==> src/rtl/tcl_pkg.sv <==
package tcl_pkg;
  typedef enum logic [1:0] {
    MODE_MANUAL = 2'b00,
    MODE_WATCH  = 2'b01,
    MODE_AUTO   = 2'b10,
    MODE_RSVD   = 2'b11
  } loop_mode_e;

  localparam int ADDR_W = 3;
  localparam logic [ADDR_W-1:0] A_CTRL    = 3'd0;
  localparam logic [ADDR_W-1:0] A_THRESH  = 3'd1;
  localparam logic [ADDR_W-1:0] A_PREDIV  = 3'd2;
  localparam logic [ADDR_W-1:0] A_SETTING = 3'd3;
  localparam logic [ADDR_W-1:0] A_STATUS  = 3'd4;
  localparam logic [ADDR_W-1:0] A_RESULT  = 3'd5;
  localparam logic [ADDR_W-1:0] A_ARM     = 3'd6;
endpackage

==> src/rtl/tcl_prediv.sv <==
module tcl_prediv #(
  parameter int CODE_W     = 4,
  parameter int BASE_SHIFT = 4
) (
  input  logic              clk,
  input  logic              rst_n,
  input  logic [CODE_W-1:0] code,
  input  logic              restart,
  output logic              tick
);
  localparam int CNT_W = BASE_SHIFT + (1 << CODE_W) - 1;

  logic [CNT_W-1:0] cnt;
  logic [CNT_W-1:0] last;

  assign last = {CNT_W{1'b1}} >> (CNT_W - BASE_SHIFT - 32'(code));
  assign tick = (cnt == last);

  always_ff @(posedge clk or negedge rst_n) begin
    if (!rst_n)              cnt <= '0;
    else if (restart || tick) cnt <= '0;
    else                     cnt <= cnt + 1'b1;
  end

  assert_tick_single_R1: assert property (@(posedge clk) disable iff (!rst_n)
    tick |=> !tick);
  assert_cnt_in_range_R1: assert property (@(posedge clk) disable iff (!rst_n)
    cnt <= last);
endmodule

==> src/rtl/tcl_avg.sv <==
module tcl_avg #(
  parameter int W     = 8,
  parameter int DEPTH_LOG = 2
) (
  input  logic         clk,
  input  logic         rst_n,
  input  logic         flush,
  input  logic         push,
  input  logic [W-1:0] din,
  output logic [W-1:0] raw,
  output logic [W-1:0] mean
);
  localparam int DEPTH = 1 << DEPTH_LOG;
  localparam int SW    = W + DEPTH_LOG;

  logic [W-1:0]  hist [DEPTH];
  logic          primed;
  logic [SW-1:0] sum;

  always_ff @(posedge clk or negedge rst_n) begin
    if (!rst_n) begin
      primed <= 1'b0;
      for (int i = 0; i < DEPTH; i++) hist[i] <= '0;
    end else if (push) begin
      primed <= 1'b1;
      for (int i = 0; i < DEPTH; i++) begin
        if (!primed || flush || i == 0) hist[i] <= din;
        else                            hist[i] <= hist[i-1];
      end
    end else if (flush) begin
      primed <= 1'b0;
    end
  end

  always_comb begin
    sum = '0;
    for (int i = 0; i < DEPTH; i++) sum = sum + SW'(hist[i]);
  end

  assign mean = sum[SW-1:DEPTH_LOG];
  assign raw  = hist[0];

  assert_fill_on_first_R6: assert property (@(posedge clk) disable iff (!rst_n)
    (push && (!primed || flush)) |=> (mean == $past(din)));
endmodule

==> src/rtl/tcl_policy.sv <==
module tcl_policy
  import tcl_pkg::*;
#(
  parameter int W = 8
) (
  input  logic         clk,
  input  logic         rst_n,
  input  logic         tick,
  input  loop_mode_e   mode,
  input  logic         irq_en,
  input  logic [W-1:0] thresh,
  input  logic         eval,
  input  logic [W-1:0] opt,
  input  logic         man_wr,
  input  logic [W-1:0] man_val,
  input  logic         ctrl_wr,
  input  logic [W-1:0] set_init,
  output logic [W-1:0] setting,
  output logic [W-1:0] result,
  output logic         pending,
  output logic         halted
);
  logic [W-1:0] err;
  logic         over;
  logic         trip;
  logic         en_seen;
  logic         clr;

  assign err  = (opt >= setting) ? (opt - setting) : (setting - opt);
  assign over = err > thresh;
  assign trip = eval && over && (mode == MODE_WATCH);
  assign clr  = tick && !en_seen && !irq_en;

  always_ff @(posedge clk or negedge rst_n) begin
    if (!rst_n) begin
      setting <= set_init;
      result  <= '0;
    end else begin
      if (man_wr && mode == MODE_MANUAL)
        setting <= man_val;
      else if (eval && over && mode == MODE_AUTO)
        setting <= opt;
      if (eval) result <= opt;
    end
  end

  always_ff @(posedge clk or negedge rst_n) begin
    if (!rst_n) en_seen <= 1'b0;
    else if (tick) en_seen <= irq_en;
    else en_seen <= en_seen | irq_en;
  end

  always_ff @(posedge clk or negedge rst_n) begin
    if (!rst_n) begin
      pending <= 1'b0;
      halted  <= 1'b0;
    end else begin
      if (trip)     pending <= 1'b1;
      else if (clr) pending <= 1'b0;
      if (trip)                halted <= 1'b1;
      else if (clr || ctrl_wr) halted <= 1'b0;
    end
  end

  assert_pending_source_R4: assert property (@(posedge clk) disable iff (!rst_n)
    $rose(pending) |-> $past(mode == MODE_WATCH));
  assert_setting_hold_R3: assert property (@(posedge clk) disable iff (!rst_n)
    (!man_wr && !eval) |=> $stable(setting));
  assert_clear_needs_low_R8: assert property (@(posedge clk) disable iff (!rst_n)
    $fell(pending) |-> !$past(irq_en));
endmodule

==> src/rtl/tcl_supervisor.sv <==
module tcl_supervisor
  import tcl_pkg::*;
#(
  parameter int          W          = 8,
  parameter int          CODE_W     = 4,
  parameter int          BASE_SHIFT = 4,
  parameter int          AVG_LOG    = 2,
  parameter logic [7:0]  THR_INIT   = 8'h10,
  parameter logic [7:0]  SET_INIT   = 8'h80
) (
  input  logic              clk,
  input  logic              rst_n,
  input  logic              reg_wr,
  input  logic [ADDR_W-1:0] reg_addr,
  input  logic [W-1:0]      reg_wdata,
  output logic [W-1:0]      reg_rdata,
  input  logic              meas_valid,
  output logic              meas_ready,
  input  logic [W-1:0]      meas_opt,
  output logic [W-1:0]      setting,
  output logic              irq_pending,
  output logic              irq
);
  loop_mode_e        mode;
  loop_mode_e        new_mode;
  logic              avg_en;
  logic              irq_en;
  logic [W-1:0]      thresh;
  logic [CODE_W-1:0] pcode;
  logic              armed;
  logic              eval_q;
  logic              tick;
  logic              halted;
  logic              take;
  logic              ctrl_wr;
  logic              mode_chg;
  logic [W-1:0]      raw;
  logic [W-1:0]      mean;
  logic [W-1:0]      result;

  assign ctrl_wr  = reg_wr && reg_addr == A_CTRL;
  assign new_mode = (loop_mode_e'(reg_wdata[1:0]) == MODE_RSVD) ? MODE_MANUAL
                                                                 : loop_mode_e'(reg_wdata[1:0]);
  assign mode_chg = ctrl_wr && (new_mode != mode);

  always_ff @(posedge clk or negedge rst_n) begin
    if (!rst_n) begin
      mode   <= MODE_MANUAL;
      avg_en <= 1'b0;
      irq_en <= 1'b0;
      thresh <= THR_INIT;
      pcode  <= '1;
      armed  <= 1'b0;
      eval_q <= 1'b0;
    end else begin
      eval_q <= take;
      if (ctrl_wr) begin
        mode   <= new_mode;
        avg_en <= reg_wdata[2];
        irq_en <= reg_wdata[3];
      end
      if (reg_wr && reg_addr == A_THRESH) thresh <= reg_wdata;
      if (reg_wr && reg_addr == A_PREDIV) pcode <= reg_wdata[CODE_W-1:0];
      if (mode_chg || take)                       armed <= 1'b0;
      else if (reg_wr && reg_addr == A_ARM && reg_wdata[0]) armed <= 1'b1;
    end
  end

  assign meas_ready = tick && ((mode == MODE_MANUAL) ? armed : !halted);
  assign take       = meas_valid && meas_ready;

  tcl_prediv #(.CODE_W(CODE_W), .BASE_SHIFT(BASE_SHIFT)) u_div (
    .clk     (clk),
    .rst_n   (rst_n),
    .code    (pcode),
    .restart (reg_wr && reg_addr == A_PREDIV),
    .tick    (tick)
  );

  tcl_avg #(.W(W), .DEPTH_LOG(AVG_LOG)) u_avg (
    .clk   (clk),
    .rst_n (rst_n),
    .flush (mode_chg),
    .push  (take),
    .din   (meas_opt),
    .raw   (raw),
    .mean  (mean)
  );

  tcl_policy #(.W(W)) u_pol (
    .clk      (clk),
    .rst_n    (rst_n),
    .tick     (tick),
    .mode     (mode),
    .irq_en   (irq_en),
    .thresh   (thresh),
    .eval     (eval_q),
    .opt      (avg_en ? mean : raw),
    .man_wr   (reg_wr && reg_addr == A_SETTING),
    .man_val  (reg_wdata),
    .ctrl_wr  (ctrl_wr),
    .set_init (SET_INIT),
    .setting  (setting),
    .result   (result),
    .pending  (irq_pending),
    .halted   (halted)
  );

  assign irq = irq_pending && irq_en;

  always_comb begin
    reg_rdata = '0;
    case (reg_addr)
      A_CTRL:    reg_rdata = W'({irq_en, avg_en, mode});
      A_THRESH:  reg_rdata = thresh;
      A_PREDIV:  reg_rdata = W'(pcode);
      A_SETTING: reg_rdata = setting;
      A_STATUS:  reg_rdata = W'({halted, irq_pending});
      A_RESULT:  reg_rdata = result;
      default:   reg_rdata = '0;
    endcase
  end

  assert_ready_on_tick_R2: assert property (@(posedge clk) disable iff (!rst_n)
    meas_ready |-> tick);
  assert_eval_once_R2: assert property (@(posedge clk) disable iff (!rst_n)
    eval_q |=> !eval_q);
endmodule

==> config.mk <==
export PLATFORM = sky130hd
export DESIGN_NAME = tcl_supervisor
export DESIGN_NICKNAME = d
export VERILOG_FILES = /design/src/rtl/tcl_pkg.sv /design/src/rtl/tcl_prediv.sv /design/src/rtl/tcl_avg.sv /design/src/rtl/tcl_policy.sv /design/src/rtl/tcl_supervisor.sv
export SDC_FILE = /design/constraint.sdc
export NUM_CORES = 1
export LEC_CHECK = 0
export CORE_ASPECT_RATIO = 1.4
export CORE_MARGIN = 5
export CORE_UTILIZATION = 60
export CTS_BUF_LIST = sky130_fd_sc_hd__clkbuf_16
export DETAILED_ROUTE_END_ITERATION = 7
export PLACE_DENSITY = 0.87
export SLEW_MARGIN = 20
export SYNTH_ARGS = -nofsm -noshare
export SYNTH_HDL_FRONTEND = slang
export SYNTH_SLANG_ARGS = --single-unit
==> constraint.sdc <==
create_clock -name clk -period 9.65 [get_ports clk]
set_input_delay 2.4125 -clock clk [delete_from_list [all_inputs] [get_ports clk]]
set_output_delay 2.4125 -clock clk [all_outputs]
set_load 0.01 [all_outputs]
-- Word level (Yosys, flattened, before mapping)
Cells that the tools add are included.
- add/sub/neg operators: 7
- $mul: 0
- div/mod/pow operators: 0
- magnitude comparators: 2
- equal/unequal tests: 11
- shift-type cells: 1
- mux-type cells: 20
- bitwise logic cells: 1
- reductions and logical operators: 31
- operators with widths (kind ; count):
    2-to-1 mux 8 bit ; 7
    one-hot mux 8 bit (6 select lines) ; 1
    >> shifter 19 x 32 -> 19 bit (first input constant) ; 1
    adder 10 x 8 -> 10 bit ; 2
    adder 19 x 1 -> 19 bit (second input constant) ; 1
    equality test 19 bit ; 1
    2-to-1 mux 19 bit ; 1
    logical AND 1 bit ; 16
    subtractor 8 bit ; 2
    2-to-1 mux 1 bit ; 10
    nonzero test 2 bit ; 5
    adder 8 x 8 -> 9 bit ; 1
    equality test 3 bit (second input constant) ; 3
    greater-or-equal comparator 8 bit ; 1
    greater-than comparator 8 bit ; 1
    equality test 3 x 2 -> 1 bit (second input constant) ; 2
    subtractor 4 x 4 -> 5 bit (first input constant) ; 1
    equality test 2 bit (second input constant) ; 2
    zero test 1 bit ; 4
    logical OR 1 bit ; 4
    equality test 3 x 1 -> 1 bit (second input constant) ; 1
    zero test 3 bit ; 1
    equality test 2 x 1 -> 1 bit (second input constant) ; 1
    zero test 2 bit ; 1
    3 further kinds ; 3
- bits in registers: 89
- bits in latches: 0
- bits in writable memories: 0
- memory bits (read-only): 0
- input port bits: 23
- memories kept: 0

-- Longest topological paths before layout
- depth after elaboration: 11
- depth in mapped cells: 30
- depth with buffers taken out: 30

-- Worst setup path before layout
Ideal clock, no wire load.
- kind: reg-to-reg
- start: reg u_avg.hist (netlist bit u_avg.raw[1])
- end: reg u_pol.setting[4]
- library setup time: 0.126 ns
- arrival time: 6.847 ns
- required time: 9.524 ns
- setup slack: 2.677 ns
- stages on the path, launching flop included: 29
- path buffers: 0
- cell sequence: dfrtp_1 ha_1 a21o_1 a21oi_1 nand2b_1 a21boi_0 o41ai_1 xor2_1 fa_1 inv_1 ha_1 inv_1 nor3_1 a21oi_1 xnor2_1 mux2_2 ha_1 or3_1 a41o_1 o21ai_1 mux2i_1 xor2_1 ha_1 nand3_1 o21bai_1 a31o_2 a2111oi_2 nor2_1 a221o_1
- longest elaborated chain between the ends: 10
- elaborated cells on any way between the ends: 14
- classes of those cells: 5 x add/sub; 2 x order compare; 4 x mux; 3 x reduce/logical
- RTL lines (item ; line ; text):
    start, declared ; tcl_avg.sv:16 ; logic [W-1:0] hist [DEPTH];
    start signal, assigned by index ; tcl_avg.sv:27 ; if (!primed || flush || i == 0) hist[i] <= din;
    start signal, assigned by index ; tcl_avg.sv:28 ; else hist[i] <= hist[i-1];
    adder 8 x 8 -> 9 bit * ; tcl_avg.sv:37 ; for (int i = 0; i < DEPTH; i++) sum = sum + SW'(hist[i]);
    adder 10 x 8 -> 10 bit * (2 in series) ; tcl_avg.sv:37 ;
    2-to-1 mux 8 bit * ; tcl_supervisor.sv:98 ; .opt (avg_en ? mean : raw),
    via u_pol.opt[6] ; tcl_policy.sv:13 ; input logic [W-1:0] opt,
    subtractor 8 bit or greater-or-equal comparator 8 bit (tied branches) ; tcl_policy.sv:29 ; assign err = (opt >= setting) ? (opt - setting) : (setting - opt);
    2-to-1 mux 8 bit * ; tcl_policy.sv:29 ;
    greater-than comparator 8 bit * ; tcl_policy.sv:30 ; assign over = err > thresh;
    logical AND 1 bit * (2 in series) ; tcl_policy.sv:41 ; else if (eval && over && mode == MODE_AUTO)
    nonzero test 2 bit (no source line) * ; -- ;
    end signal, assigned ; tcl_policy.sv:36 ; setting <= set_init;
    end signal, assigned ; tcl_policy.sv:40 ; setting <= man_val;
    end signal, assigned ; tcl_policy.sv:42 ; setting <= opt;
    end, declared ; tcl_policy.sv:18 ; output logic [W-1:0] setting,
The timed path passes the listed nets; every way through them passes the cells marked *. The select of a mux whose other input is x is not followed.
A chain may end at the register's enable or synchronous reset.

-- Worst setup path in the final report
- start: reg u_avg.hist (netlist bit u_avg.raw[1])
- end: reg u_pol.setting[6]
- longest elaborated chain between the ends: 10
- elaborated cells on any way between the ends: 14
- classes of those cells: 5 x add/sub; 2 x order compare; 4 x mux; 3 x reduce/logical
- RTL lines (item ; line):
    adder 8 x 8 -> 9 bit * ; tcl_avg.sv:37
    adder 10 x 8 -> 10 bit * (2 in series) ; tcl_avg.sv:37
    2-to-1 mux 8 bit * ; tcl_supervisor.sv:98
    via u_pol.opt[6] ; tcl_policy.sv:13
    subtractor 8 bit or greater-or-equal comparator 8 bit (tied branches) ; tcl_policy.sv:29
    2-to-1 mux 8 bit ; tcl_policy.sv:29
    greater-than comparator 8 bit ; tcl_policy.sv:30
    logical AND 1 bit (2 in series) ; tcl_policy.sv:41
    nonzero test 2 bit (no source line) ; --
Marked as above.

==> flow_summary.json <==
{
  "area_delta_synth_final_pct": 12.9,
  "clk_pin_slew_ps": 70,
  "fmax_ghz": 0.124,
  "maxCapViolations": 0,
  "worstReg2RegEnd": "u_pol.setting[6]",
  "initial_core_util_pct": 61.5,
  "cts_resized": 0,
  "drtPass1Iterations": 7,
  "wl_per_cell_um": 18.1,
  "coreArea_um2": 10500,
  "netlist_instances": 660,
  "min_period_over_period_pct": 83.2,
  "portBuffers": 41,
  "holdBufCountCts": 0,
  "reg2reg_slack_ps": 1620,
  "grtUsageTotal_pct": 24.3,
  "crit_type": "reg2reg",
  "gp_congestion": 0.947,
  "gr-total-overflow": 0,
  "n_antenna_cell": 0,
  "cts_tree": "built",
  "crit_top_cell": "ha_1",
  "cp-endpoint": "u_pol.setting[6]",
  "outcome": "finished clean",
  "r2r_start": "u_avg.raw[1]",
  "grt_use_met1_pct": 29.4,
  "vias": 5053,
  "clk_latency_ps": 350,
  "postRouteAntennaNets": 0,
  "crit_buf_inv": 2,
  "cp.depth": 28,
  "die_y_um": 133,
  "p_leak_nw": 3.65,
  "slowest_stage": "a2111oi_2",
  "postCtsSetupRepairBufs": 0,
  "synth_seq_area_share_pct": 34.7,
  "period_minus_slack_ps": 8030,
  "powerDensity_nw_per_um2": 189,
  "synthFlopType": "dfrtp_1",
  "rsz0062_at_grt": "false",
  "ys_warn_count": 0,
  "yosysTopAreaCell": "dfrtp_1",
  "worst_pin_slew_ps": 1090,
  "reg2reg_depth": 28,
  "cts_sinks": 89,
  "post-dp-hpwl_um": 11300,
  "fin_setup_tns_ps": 0,
  "skew_ps": 7.51,
  "synth_edf_count": 0,
  "yosys.area.top_type_share_pct": 32.3,
  "die_width_um": 97.5,
  "antenna_found_initial": 0,
  "synth_area_leaders": "dfrtp_1 (32%), ha_1 (8.0%), mux2i_1 (6.5%)",
  "critPathArrivalTime_ps": 8260,
  "cts.path.max_buffers": 2,
  "synth_common_cells": "dfrtp_1 (83), inv_1 (72), mux2i_1 (42)",
  "crit_path_start": "u_avg.raw[1]",
  "drtIter0Drc": 382,
  "synth_area_um2": 6440,
  "startpoint_type": "flop",
  "num_io_pins": 42,
  "cp-end-kind": "flop",
  "htree_levels": 3,
  "grtUsageMet2_pct": 41.5,
  "numCtsBuffers": 9,
  "worstHoldPathType": "reg2reg",
  "top_usage_layer": "met2",
  "critPathMaxStageDelay_ps": 820,
  "slew_violations": 0,
  "crit_required_ps": 9880,
  "grt_max_degree": 70,
  "setup_violations": 0,
  "final_nets": 764,
  "grt_use_met3_pct": 3.63,
  "drt_wl_total_um": 15100,
  "dp_cells": 816,
  "worstPathMaxFanout": 9,
  "cts_root_buf": "clkbuf_16",
  "synthMostInstantiatedCell": "dfrtp_1",
  "fp-row-count": 44,
  "max-vdd-ir-drop_uv": 90.5,
  "grt_pass1_wl_um": 25800,
  "avgSynthCellArea_um2": 9.75,
  "synth-seq-cells": 89,
  "grt_pass1_vias": 5341,
  "drive_gt1_share_pct": 11.2,
  "relSlewSlack_pct": 26.9,
  "synth_nets": 735,
  "critPathTopFamily": "compound AO/OA/AOI/OAI gates",
  "die-area_um2": 12900,
  "drc_errors": 0,
  "stdcell_count": 832,
  "hold_viol_final": 0,
  "avgViaCountPerCell": 6.07,
  "async_reset_ff_share_pct": 100,
  "synth.distinct_cells": 63
}
-- routing by layer --
layer	part of all wire, %	up-vias
met4	4.3	0
met3	3.8	48
met5	0	-
li1	-	2378
met2	50	146
met1	42	2481
-- worst min path at each step --
| stage | from | to | slack (ps) | depth (start not counted) |
|---|---|---|---|---|
| finish | u_div.cnt[0] | u_div.cnt[0] | 510 | 1 |
| global route | u_pol.result[7] | u_pol.result[7] | 530 | 1 |
| CTS | u_div.cnt[0] | u_div.cnt[0] | 510 | 1 |
| detailed placement | u_pol.result[7] | u_pol.result[7] | 500 | 1 |
| global placement | u_div.cnt[0] | u_div.cnt[0] | 480 | 1 |
| floorplan | u_div.cnt[0] | u_div.cnt[0] | 470 | 1 |
-- cells by family (layout without fill, tap and decap cells) --
logic type      Yosys count  in the layout  share of synthesized area (%)
simple gates            181            181                           14.2
compound gates          114            114                           12.2
buf+inv                 100            134                           6.57
flops                    89             89                           34.7
mux                      87             87                           15.9
fa+ha+maj                52             52                           11.4
xor+xnor                 37             37                           5.03
-- cell usage in the layout, fill, tap and decap left out, drive strengths merged, types with 4 or more instances in the layout --
cell type      instances
dfstp                  6
xor2                  20
a21oi                 27
buf                    6
inv                   74
a221oi                 8
nor2b                 10
xnor2                 17
a21o                   9
o21ai                 26
nand3                 17
nand2b                10
ha                    41
nand4                  6
clkdlybuf4s50         40
a221o                  7
dfrtp                 83
nor3                  27
nand2                 39
nor3b                  4
a21boi                 4
mux2i                 42
nor2                  40
and2                   8
mux2                  42
fa                    11
nor4                   5
a31oi                  4
a2111oi                4
o22ai                  4
clkbuf                 9
and3                   4
-- flip-flops by register name, summed over array words and instances (netlist names), 2 cells and up --
signal,count
u_avg.raw,8
u_pol.result,8
pcode,4
mode,2
u_div.cnt,19
u_avg.hist,24
thresh,8
u_pol.setting,8
-- through the flow --
step	total power (W)	util [%]	instance area, um^2	worst slack (ps)	hold WS (ps)
2_1_floorplan	0.000815	-	6440	2680	467
3_5_place_dp	0.000957	66.1	6910	1820	500
4_1_cts	0.00137	69.5	7270	1750	511
3_3_place_gp	0.000933	66.0	6910	2110	478
6_report	0.00137	69.5	7270	1620	512
5_1_grt	0.00145	69.5	7270	1140	532
-- worst register-to-register path, delay by kind of cell (launching register included) --
family	cells	cell delay, ps
muxes	2	610
adders and majority gates	5	1720
xor gates and xnor gates	3	380
buffers and inverters	2	140
DFF	1	420
and+or+nand+nor	5	1160
AOI/OAI and AO/OA	11	3460
-- where the power goes --
part	switching (W)	internal (W)
Combinational	0.000248	0.000225
Clock	0.000158	0.000256
Sequential	0.0000671	0.000415
Total	0.000473	0.000896
-- area by class of cell --
cell class,instances,area [um^2]
fillers,791,3190
clock inverters,7,126
well taps,138,173
inverters,72,270
multi-input cells,471,3790
flip-flops and latches,89,2230
repair buffers,46,445
clock buffers,9,225
(Power assumes the default switching activity.)
